==> config.mk <==
export PLATFORM = sky130hd
export DESIGN_NAME = dma_chan_csr
export DESIGN_NICKNAME = d
export VERILOG_FILES = /design/src/rtl/dma_csr_pkg.sv /design/src/rtl/csr_addr_dec.sv /design/src/rtl/csr_status_unit.sv /design/src/rtl/csr_ptr_unit.sv /design/src/rtl/csr_sel_bank.sv /design/src/rtl/dma_chan_csr.sv
export SDC_FILE = /design/constraint.sdc
export NUM_CORES = 1
export LEC_CHECK = 0
export BUFFER_PORTS_ARGS = -buffer_cell sky130_fd_sc_hd__buf_4
export CORE_MARGIN = 2
export CORE_UTILIZATION = 56
export CTS_BUF_LIST = sky130_fd_sc_hd__clkbuf_8
export DETAILED_ROUTE_END_ITERATION = 10
export GPL_ROUTABILITY_DRIVEN = 0
export GPL_TIMING_DRIVEN = 0
export PLACE_DENSITY_LB_ADDON = 0.05
export SLEW_MARGIN = 10
export SYNTH_ARGS = -nofsm -noshare
export SYNTH_HDL_FRONTEND = slang
export SYNTH_SLANG_ARGS = --single-unit
==> constraint.sdc <==
create_clock -name clk -period 4.7 [get_ports clk]
set_input_delay 0.47 -clock clk [delete_from_list [all_inputs] [get_ports clk]]
set_output_delay 0.47 -clock clk [all_outputs]
set_load 0.03 [all_outputs]
==> src/rtl/dma_csr_pkg.sv <==
package dma_csr_pkg;
   localparam int STAT_W    = 16;
   localparam int BIT_RUN   = 15;
   localparam int BIT_PAUSE = 14;
   localparam int BIT_FLUSH = 13;
   localparam int BIT_WAKE  = 12;
   localparam int BIT_DEAD  = 11;
   localparam int BIT_ACT   = 10;
   localparam int BIT_BT    = 8;
   // flags software may set through the control word
   localparam logic [STAT_W-1:0] CTL_SETTABLE = 16'hF0FF;

   localparam int IDX_CTL  = 0;
   localparam int IDX_STAT = 1;
   localparam int IDX_PTR  = 3;
   localparam int IDX_SEL0 = 4;
   localparam int NUM_SEL  = 3;
endpackage

==> src/rtl/csr_addr_dec.sv <==
module csr_addr_dec
   import dma_csr_pkg::*;
#(
   parameter int IDX_W = 6,
   parameter int N_SEL = NUM_SEL
) (
   input  logic             sel_i,
   input  logic             we_i,
   input  logic [IDX_W-1:0] idx_i,
   output logic             wr_ctl_o,
   output logic             wr_stat_o,
   output logic             wr_ptr_o,
   output logic [N_SEL-1:0] wr_sel_o,
   output logic             rd_stat_o,
   output logic             rd_ptr_o,
   output logic [N_SEL-1:0] rd_sel_o
);
   logic wr_en, rd_en;
   logic hit_ctl, hit_stat, hit_ptr;
   logic [N_SEL-1:0] hit_sel;

   assign wr_en    = sel_i & we_i;
   assign rd_en    = sel_i & ~we_i;
   assign hit_ctl  = (idx_i == IDX_W'(IDX_CTL));
   assign hit_stat = (idx_i == IDX_W'(IDX_STAT));
   assign hit_ptr  = (idx_i == IDX_W'(IDX_PTR));

   for (genvar g = 0; g < N_SEL; g++) begin : g_sel_hit
      assign hit_sel[g] = (idx_i == IDX_W'(IDX_SEL0 + g));
   end

   assign wr_ctl_o  = wr_en & hit_ctl;
   assign wr_stat_o = wr_en & hit_stat;
   assign wr_ptr_o  = wr_en & hit_ptr;
   assign wr_sel_o  = {N_SEL{wr_en}} & hit_sel;
   assign rd_stat_o = rd_en & hit_stat;
   assign rd_ptr_o  = rd_en & hit_ptr;
   assign rd_sel_o  = {N_SEL{rd_en}} & hit_sel;
endmodule

==> src/rtl/csr_status_unit.sv <==
module csr_status_unit
   import dma_csr_pkg::*;
#(
   parameter int DATA_W = 32
) (
   input  logic              clk,
   input  logic              rst_n,
   input  logic              ctl_wr_i,
   input  logic              stat_wr_i,
   input  logic [DATA_W-1:0] wdata_i,
   output logic [STAT_W-1:0] status_o,
   output logic              flush_req_o,
   output logic              kick_o
);
   localparam int HALF = DATA_W / 2;

   logic [STAT_W-1:0] st_q, st_d, merged, fixed;
   logic [STAT_W-1:0] sel_mask, new_val;
   logic              flush_hit, flush_q, kick_q;

   assign sel_mask = wdata_i[DATA_W-1:HALF];
   assign new_val  = wdata_i[HALF-1:0] & CTL_SETTABLE;
   assign merged   = (new_val & sel_mask) | (st_q & ~sel_mask);

   // derived-flag rules, applied in a fixed order
   always_comb begin
      fixed = merged;
      if (fixed[BIT_WAKE]) fixed[BIT_ACT] = 1'b1;
      if (fixed[BIT_RUN]) begin
         fixed[BIT_ACT]  = 1'b1;
         fixed[BIT_DEAD] = 1'b0;
      end
      if (fixed[BIT_PAUSE]) fixed[BIT_ACT] = 1'b0;
      if (st_q[BIT_RUN] && !fixed[BIT_RUN]) begin
         fixed[BIT_ACT]  = 1'b0;
         fixed[BIT_DEAD] = 1'b0;
      end
      flush_hit        = fixed[BIT_FLUSH];
      fixed[BIT_FLUSH] = 1'b0;
   end

   always_comb begin
      st_d = st_q;
      if (ctl_wr_i)       st_d = fixed;
      else if (stat_wr_i) st_d = wdata_i[STAT_W-1:0];
   end

   always_ff @(posedge clk) begin
      if (!rst_n) begin
         st_q    <= '0;
         flush_q <= 1'b0;
         kick_q  <= 1'b0;
      end else begin
         st_q    <= st_d;
         flush_q <= ctl_wr_i & flush_hit;
         kick_q  <= ctl_wr_i & fixed[BIT_ACT];
      end
   end

   assign status_o    = st_q;
   assign flush_req_o = flush_q;
   assign kick_o      = kick_q;

   AST_PAUSE_BLOCKS_ACTIVE: assert property (@(posedge clk) disable iff (!rst_n)
      $past(ctl_wr_i) && st_q[BIT_PAUSE] |-> !st_q[BIT_ACT]);
   AST_RUN_CLEARS_DEAD: assert property (@(posedge clk) disable iff (!rst_n)
      $past(ctl_wr_i) && st_q[BIT_RUN] |-> !st_q[BIT_DEAD]);
   AST_RUN_FALL_QUIETS: assert property (@(posedge clk) disable iff (!rst_n)
      $past(ctl_wr_i) && $past(st_q[BIT_RUN]) && !st_q[BIT_RUN]
      |-> !st_q[BIT_ACT] && !st_q[BIT_DEAD]);
   AST_FLUSH_SELF_CLEARS: assert property (@(posedge clk) disable iff (!rst_n)
      flush_req_o |-> !st_q[BIT_FLUSH]);
   AST_KICK_NEEDS_ACTIVE: assert property (@(posedge clk) disable iff (!rst_n)
      kick_o |-> st_q[BIT_ACT]);
endmodule

==> src/rtl/csr_ptr_unit.sv <==
module csr_ptr_unit #(
   parameter int DATA_W     = 32,
   parameter int ALIGN_BITS = 4
) (
   input  logic                     clk,
   input  logic                     rst_n,
   input  logic                     wr_i,
   input  logic                     active_i,
   input  logic [DATA_W-1:ALIGN_BITS] wdata_hi_i,
   output logic [DATA_W-1:0]        ptr_o,
   output logic                     fetch_o
);
   logic [DATA_W-1:ALIGN_BITS] ptr_q;
   logic                       fetch_q;
   logic                       accept;

   assign accept = wr_i & ~active_i;

   always_ff @(posedge clk) begin
      if (!rst_n) begin
         ptr_q   <= '0;
         fetch_q <= 1'b0;
      end else begin
         if (accept) ptr_q <= wdata_hi_i;
         fetch_q <= accept;
      end
   end

   assign ptr_o   = {ptr_q, {ALIGN_BITS{1'b0}}};
   assign fetch_o = fetch_q;

   AST_PTR_LOCKED_ACTIVE: assert property (@(posedge clk) disable iff (!rst_n)
      active_i |=> $stable(ptr_o));
   AST_PTR_MOVE_FETCHES: assert property (@(posedge clk) disable iff (!rst_n)
      !$stable(ptr_o) |-> fetch_o);
endmodule

==> src/rtl/csr_sel_bank.sv <==
module csr_sel_bank #(
   parameter int DATA_W = 32,
   parameter int N_SEL  = 3
) (
   input  logic                         clk,
   input  logic                         rst_n,
   input  logic [N_SEL-1:0]             wr_i,
   input  logic [DATA_W-1:0]            wdata_i,
   output logic [N_SEL-1:0][DATA_W-1:0] sel_o
);
   for (genvar g = 0; g < N_SEL; g++) begin : g_sel
      logic [DATA_W-1:0] q;
      always_ff @(posedge clk) begin
         if (!rst_n)     q <= '0;
         else if (wr_i[g]) q <= wdata_i;
      end
      assign sel_o[g] = q;
      AST_SEL_HOLDS: assert property (@(posedge clk) disable iff (!rst_n)
         !wr_i[g] |=> $stable(sel_o[g]));
   end
endmodule

==> src/rtl/dma_chan_csr.sv <==
module dma_chan_csr
   import dma_csr_pkg::*;
#(
   parameter int DATA_W     = 32,
   parameter int IDX_W      = 6,
   parameter int ALIGN_BITS = 4
) (
   input  logic              clk,
   input  logic              rst_n,
   input  logic              bus_sel,
   input  logic              bus_we,
   input  logic [IDX_W-1:0]  reg_idx,
   input  logic [DATA_W-1:0] bus_wdata,
   output logic [DATA_W-1:0] bus_rdata,
   output logic [STAT_W-1:0] status_o,
   output logic [DATA_W-1:0] cmd_ptr_o,
   output logic [DATA_W-1:0] intr_sel_o,
   output logic [DATA_W-1:0] branch_sel_o,
   output logic [DATA_W-1:0] wait_sel_o,
   output logic              flush_req_o,
   output logic              kick_o,
   output logic              fetch_o
);
   if (DATA_W != 2 * STAT_W) begin : g_bad_width
      $error("DATA_W must hold a mask half and a value half of the status");
   end
   if (IDX_W < 3) begin : g_bad_idx
      $error("IDX_W too small to reach the select registers");
   end
   if (ALIGN_BITS < 1 || ALIGN_BITS >= DATA_W) begin : g_bad_align
      $error("ALIGN_BITS out of range");
   end

   logic wr_ctl, wr_stat, wr_ptr, rd_stat, rd_ptr;
   logic [NUM_SEL-1:0] wr_sel, rd_sel;
   logic [NUM_SEL-1:0][DATA_W-1:0] sel_q;
   logic [STAT_W-1:0] st;

   csr_addr_dec #(.IDX_W(IDX_W), .N_SEL(NUM_SEL)) u_dec (
      .sel_i(bus_sel), .we_i(bus_we), .idx_i(reg_idx),
      .wr_ctl_o(wr_ctl), .wr_stat_o(wr_stat), .wr_ptr_o(wr_ptr),
      .wr_sel_o(wr_sel), .rd_stat_o(rd_stat), .rd_ptr_o(rd_ptr),
      .rd_sel_o(rd_sel)
   );

   csr_status_unit #(.DATA_W(DATA_W)) u_stat (
      .clk(clk), .rst_n(rst_n), .ctl_wr_i(wr_ctl), .stat_wr_i(wr_stat),
      .wdata_i(bus_wdata), .status_o(st),
      .flush_req_o(flush_req_o), .kick_o(kick_o)
   );

   csr_ptr_unit #(.DATA_W(DATA_W), .ALIGN_BITS(ALIGN_BITS)) u_ptr (
      .clk(clk), .rst_n(rst_n), .wr_i(wr_ptr), .active_i(st[BIT_ACT]),
      .wdata_hi_i(bus_wdata[DATA_W-1:ALIGN_BITS]),
      .ptr_o(cmd_ptr_o), .fetch_o(fetch_o)
   );

   csr_sel_bank #(.DATA_W(DATA_W), .N_SEL(NUM_SEL)) u_sel (
      .clk(clk), .rst_n(rst_n), .wr_i(wr_sel), .wdata_i(bus_wdata),
      .sel_o(sel_q)
   );

   // control and unmapped slots contribute nothing, so they read zero
   always_comb begin
      bus_rdata = '0;
      if (rd_stat) bus_rdata = bus_rdata | {{(DATA_W-STAT_W){1'b0}}, st};
      if (rd_ptr)  bus_rdata = bus_rdata | cmd_ptr_o;
      for (int i = 0; i < NUM_SEL; i++) begin
         if (rd_sel[i]) bus_rdata = bus_rdata | sel_q[i];
      end
   end

   assign status_o     = st;
   assign intr_sel_o   = sel_q[0];
   assign branch_sel_o = sel_q[1];
   assign wait_sel_o   = sel_q[2];

   AST_NO_PULSE_IN_RESET: assert property (@(posedge clk)
      !rst_n |=> !kick_o && !flush_req_o && !fetch_o);
   AST_CTL_READS_ZERO: assert property (@(posedge clk) disable iff (!rst_n)
      bus_sel && !bus_we && reg_idx == IDX_W'(IDX_CTL) |-> bus_rdata == '0);
endmodule

Word-level counts from Yosys, hierarchy flattened
Cells that the tools add are included.
- equality and inequality tests: 5
- muxes and demuxes: 11
- bitwise operators: 23
- reduce and logical (&&, ||, !) cells: 5
- operators by type and width (cell ; number):
    $mux 32 ; 4
    $or 32x32->32 ; 3
    $mux 16 ; 3
    $and 16x16->16 ; 2
    $or 16x32->32 ; 1
    $eq 6x3->1 const B ; 3
    $not 16->16 ; 1
    $or 16x16->16 ; 1
    $and 1x1->1 ; 10
    $and 3x3->3 ; 2
    $eq 6x1->1 const B ; 1
    $eq 6x2->1 const B ; 1
    $logic_not 6->1 ; 1
    $mux 2 ; 2
    $not 1->1 ; 3
    $mux 1 ; 2
    $reduce_bool 2->1 ; 1
    $reduce_or 2->1 ; 1
    $logic_and 1x1->1 ; 1
    $logic_not 1->1 ; 1
- register bits after elaboration: 143
- output and inout port bits: 179
- logic and storage cells: 53

Longest topological paths before layout
- word-level depth: 12
- gate-level depth with buffers: 8
- depth with buffers taken out: 4

Cells and area by module
A second synthesis with hierarchy kept.
- cells, all modules: 651
- area, all modules: 6658.9 µm²
- by module, submodules not included (module ; instances ; cells each ; area each (µm²) ; sequential area each (µm²)):
    csr_sel_bank ; 1 ; 310 ; 3753.6 ; 1921.8
    csr_ptr_unit ; 1 ; 129 ; 1198.6 ; 580.6
    csr_status_unit ; 1 ; 83 ; 865.8 ; 360.3
    dma_chan_csr ; 1 ; 109 ; 724.4 ; 0.0
    csr_addr_dec ; 1 ; 20 ; 116.4 ; 0.0

Worst setup path after synthesis
OpenSTA, ideal clock, no wires.
- path kind: input to output
- from: input reg_idx[2]
- to: output bus_rdata[10]
- data arrival time: 2.432 ns
- required time: 4.230 ns
- setup slack: 1.798 ns
- stages on the path: 7
- buffers on the path: 3
- cell sequence: buf_6 or4b_2 nor3_4 nand2b_1 clkbuf_2 buf_6 o221ai_1
- word-level cells in the longest chain between the ends: 11
- elaborated cells between the ends (all ways): 17
- RTL lines (item ; RTL line ; text):
    start, declared ; dma_chan_csr.sv:12 ; input logic [IDX_W-1:0] reg_idx,
    $eq 6x1->1 ; csr_addr_dec.sv:25 ; assign hit_stat = (idx_i == IDX_W'(IDX_STAT));
    $and 1x1->1 ; csr_addr_dec.sv:36 ; assign rd_stat_o = rd_en & hit_stat;
    $mux 16 ; dma_chan_csr.sv:66 ; if (rd_stat) bus_rdata = bus_rdata | {{(DATA_W-STAT_W){1'b0}}, st};
    $or 16x32->32 ; dma_chan_csr.sv:67 ; if (rd_ptr) bus_rdata = bus_rdata | cmd_ptr_o;
    $mux 32 ; dma_chan_csr.sv:67 ;
    $or 32x32->32 ; dma_chan_csr.sv:69 ; if (rd_sel[i]) bus_rdata = bus_rdata | sel_q[i];
    $mux 32 ; dma_chan_csr.sv:69 ;
    $or 32x32->32 ; dma_chan_csr.sv:69 ;
    $mux 32 ; dma_chan_csr.sv:69 ;
    $or 32x32->32 ; dma_chan_csr.sv:69 ;
    $mux 32 (*) ; dma_chan_csr.sv:69 ;
    end, declared ; dma_chan_csr.sv:14 ; output logic [DATA_W-1:0] bus_rdata,
Every way passes the cells marked *; elsewhere a longest branch is shown, timed or not.

Final worst setup path
- from: input reg_idx[0]
- to: output bus_rdata[12]
Same word-level chain as after synthesis.

==> summary.md <==
In the routed design, unresolved DRC markers number 0. Clock tree buffer depth: 2. STA classifies the critical path startpoint as an input port.

The cell with the largest stage delay on the worst path is sky130_fd_sc_hd__clkbuf_1. The mean number of vias per cell is 5.87, and the final total power is 2.49 mW. Summing every instance area after synthesis gives 6280 um2. Buffers added to address setup during post-CTS repair amount to 0. The power density normalized to cell area was 293 nW/um2; the final worst clock skew was 0.00674 ns. The TritonCTS buffer count is 17.

The final critical path takes up 74.6% of the cycle. The worst ir drop on vdd was 0.175 mV; the utilization after layout was 78.2%. For this configuration, the core starts out at a cell density of 57.7%. The total number of vias was 6964; the net switching power of the design was 0.615 mW. The final-report hold violation count came out at 0.

The worst hold-check path type was input port to flop. The via count of the first global-routing pass is 6117. For this run, the total global-route usage over all layers was measured as 36.7%. The highest net fanout along the worst path is 10. Net switching is 24.7% of the power.

The worst setup path is of the input port to output port kind. The floorplan has 38 rows. 221 I/O pins were placed.

The tools report the number of slew-limit violations in the final report as 0. The repair_antennas step left the layout with diodes totalling 0. In this run the static leakage power is 3.41 nW. The floorplan step set the die width to 110 um. Summing all multi-input logic gate instances after layout gives 3090 um2. Post-synthesis register bit count: 143. The detailed router finished its first iteration with 608 violations. The number of gates resized after CTS was 0. The logs give 2860 um2 for the sequential cell area and 38 for the post-synthesis cell type count. HPWL after detailed placement: 16.2 mm.

In this run, the combinational gates consume 6.4% of the power. Wire length of the first global-routing pass: 33.2 mm. The tools report the max-slew headroom at the worst pin as 38.4%. The worst setup path is captured at an output port. The tools report the core footprint as 10900 um2. By instance count, the cell type seen most on the critical path is sky130_fd_sc_hd__clkbuf_1.

The largest single stage delay on the critical path is 0.66 ns. Data on the critical path is required at its endpoint by 4.23 ns. Timing would allow up to 285 MHz.

Setup repair after global routing left no endpoint under its margin. The signal on the critical path passes through clkbuf_1 > clkbuf_1 > nand4b_1 > clkbuf_1 > o221ai_1 > buf_4. The run finished with clean final reports. For the floorplan die area, the log shows 12100 um2. The number of buffers added to fix hold violations after cts was 0. The final layout contains 1076 nets.

The vertical die dimension was 110 um; the part of the total power dissipated in sequential elements was 48.8%. The clock root buffer master is sky130_fd_sc_hd__clkbuf_8. Max-cap violations in this run came to 0. The clock sink total was 143. After detailed routing, the average wire length per cell comes to 19.0 um.

The smallest clock period supported by the final layout is computed as 3.51 ns. Yosys printed 0 warnings. In this run the remaining antenna-violating nets after routing total 0.

The number of fill cells in the layout was 868; the wire length reported by the detailed router was 22.5 mm. In the final layout, the share of cells above drive strength 1 is 26.1%. The tools report the part of the total power dissipated in the clock network as 44.7%. The H-tree depth reported by CTS was 4. Buffers placed on the I/O ports in this run total 212.

For the share of synthesized area occupied by flip-flops and latches, the log shows 45.6%. Cell internal power was estimated by the tool at 1.87 mW. The final sum of negative setup slack was 0 ns.

The pin count of the biggest net entering global routing was 17. For the aggregate global routing overflow, the log shows 0. Clock-pin slew was measured on the worst setup and hold paths at 0.08 ns. TritonCTS built the clock tree. Compared with the post-synthesis result, the final layout area differs by 35.4%.

The first detailed-routing pass ran for 6 iterations. The logs give 3.04 ns for the critical path arrival and 0 for the number of antenna violations at the first check in global routing. The number of endpoints failing setup at the final stage was 0.

Synthesis produced 800 cells. The pin slew with the least headroom to its limit is 0.925 ns. The average cell area after synthesis works out to 7.86 um2. Clock latency on the worst-skew pair, taken at its later pin, is 0.45 ns.
==> critical path, delay by kind of cell <==
kind / cells / cell delay, ns
AOI/OAI and AO/OA: 1 / 0.31
and+or+nand+nor: 1 / 0.64
buffers and inverters: 4 / 1.62
==> layout make-up <==
type                            instances  share of cell area, %
Sequential cell                       143                   33.6
Clock inverter                         13                   2.18
Timing Repair Buffer                  212                   18.7
Inverter                                2                 0.0882
Tap cell                              140                   2.06
Multi-Input combinational cell        590                   36.3
Clock buffer                           19                   3.07
Buffer                                 68                   3.98
==> worst paths after layout <==
path,start,end,slack (ns),cells past startpoint
setup / recovery,reg_idx[0],bus_rdata[12],1.19,6
setup reg to reg,u_stat.status_o[10]$_SDFFE_PN0P_,u_ptr.ptr_q[20]$_SDFFE_PN0P_,3.01,4
hold reg to reg,u_sel.g_sel[1].q[26]$_SDFFE_PN0P_,u_sel.g_sel[1].q[26]$_SDFFE_PN0P_,0.47,2
hold / removal,rst_n,u_stat.flush_req_o$_SDFF_PN0_,0.27,2
==> synthesized netlist by cell type (all sizes together) <==
| library cell | number | area share, % |
|---|---|---|
| or4 | 2 | 0.36 |
| nand2 | 271 | 16 |
| nor3 | 7 | 0.82 |
| nor4b | 1 | 0.14 |
| a22oi | 9 | 1.1 |
| nor2b | 2 | 0.20 |
| or4b | 1 | 0.16 |
| nand4b | 1 | 0.14 |
| nand3 | 7 | 0.56 |
| o221ai | 13 | 1.8 |
| a2111oi | 1 | 0.14 |
| a31oi | 1 | 0.10 |
| dfxtp | 143 | 46 |
| clkbuf | 47 | 2.8 |
| mux2 | 1 | 0.18 |
| nand2b | 4 | 0.40 |
| mux2i | 54 | 8.6 |
| o22ai | 4 | 0.40 |
| conb | 1 | 0.060 |
| o21ai | 27 | 2.2 |
| and4 | 1 | 0.14 |
| nor2 | 19 | 1.1 |
| a21oi | 136 | 11 |
| and3b | 1 | 0.14 |
| nand3b | 9 | 1.1 |
| nor4 | 2 | 0.68 |
| buf | 21 | 2.6 |
| nand4 | 1 | 0.10 |
| and3 | 3 | 0.30 |
| inv | 2 | 0.12 |
| or3 | 1 | 0.10 |
| a22o | 7 | 0.98 |
==> power groups by stage <==
stage / combinational, mW / sequential, mW / clock, mW
4_1_cts: 0.156 / 1.22 / 1.10
3_5_place_dp: 0.155 / 1.24 / 0
6_report: 0.160 / 1.22 / 1.11
2_1_floorplan: 0.0697 / 1.25 / 0
3_3_place_gp: 0.154 / 1.24 / 0
5_1_grt: 0.166 / 1.22 / 1.16
==> through the flow <==
step / hold slack (ns) / cell area, um2 / setup WS [ns] / cells
detailed placement: 0.462 / 8060 / 1.33 / 1155
floorplan: 0.537 / 6300 / 1.80 / 803
CTS: 0.276 / 8510 / 1.32 / 1187
global placement: 0.456 / 8060 / 1.40 / 1155
global route: 0.283 / 8510 / 1.12 / 1187
finish: 0.274 / 8510 / 1.19 / 1187
==> registers in the layout, summed over array words and instances (netlist names), named ones only <==
register	cells
u_stat.flush_req_o	1
u_stat.status_o	8
u_ptr.ptr_q	28
u_sel.g_sel.q	96
u_stat.kick_o	1
u_ptr.fetch_o	1
==> cell usage in the layout (no fill, tap or decap), types with 4 or more instances in the layout <==
cell,instances
sky130_fd_sc_hd__conb_1,4
sky130_fd_sc_hd__a22o_1,7
sky130_fd_sc_hd__buf_2,9
sky130_fd_sc_hd__a22oi_1,9
sky130_fd_sc_hd__nand2b_1,4
sky130_fd_sc_hd__nand2_1,271
sky130_fd_sc_hd__dfxtp_1,143
sky130_fd_sc_hd__clkbuf_1,46
sky130_fd_sc_hd__clkbuf_8,19
sky130_fd_sc_hd__nand3_1,7
sky130_fd_sc_hd__buf_6,7
sky130_fd_sc_hd__o21ai_0,27
sky130_fd_sc_hd__nor3_1,5
sky130_fd_sc_hd__nor2_1,19
sky130_fd_sc_hd__o221ai_1,13
sky130_fd_sc_hd__mux2i_1,54
sky130_fd_sc_hd__buf_4,217
sky130_fd_sc_hd__o22ai_1,4
sky130_fd_sc_hd__nand3b_1,9
sky130_fd_sc_hd__bufinv_16,4
sky130_fd_sc_hd__a21oi_1,136
==> routing by layer <==
metal  GRT usage [%]  up-vias  part of all wire [%]
li1                -     3184                     -
met1            48.5     3250                    39
met2            58.5      460                    46
met3            7.59       70                    11
met4            14.9        0                   3.3
met5               0        -                     0
==> logic make-up (layout without fill, tap and decap cells) <==
family	Yosys count	after routing	share of synthesized area (%)
buf+inv	70	314	5.51
other cells	1	4	0.0597
simple gates	333	333	22.6
compound gates	198	198	17.5
flops	143	143	45.6
mux	55	55	8.78
Power figures use the tool's default switching activity.
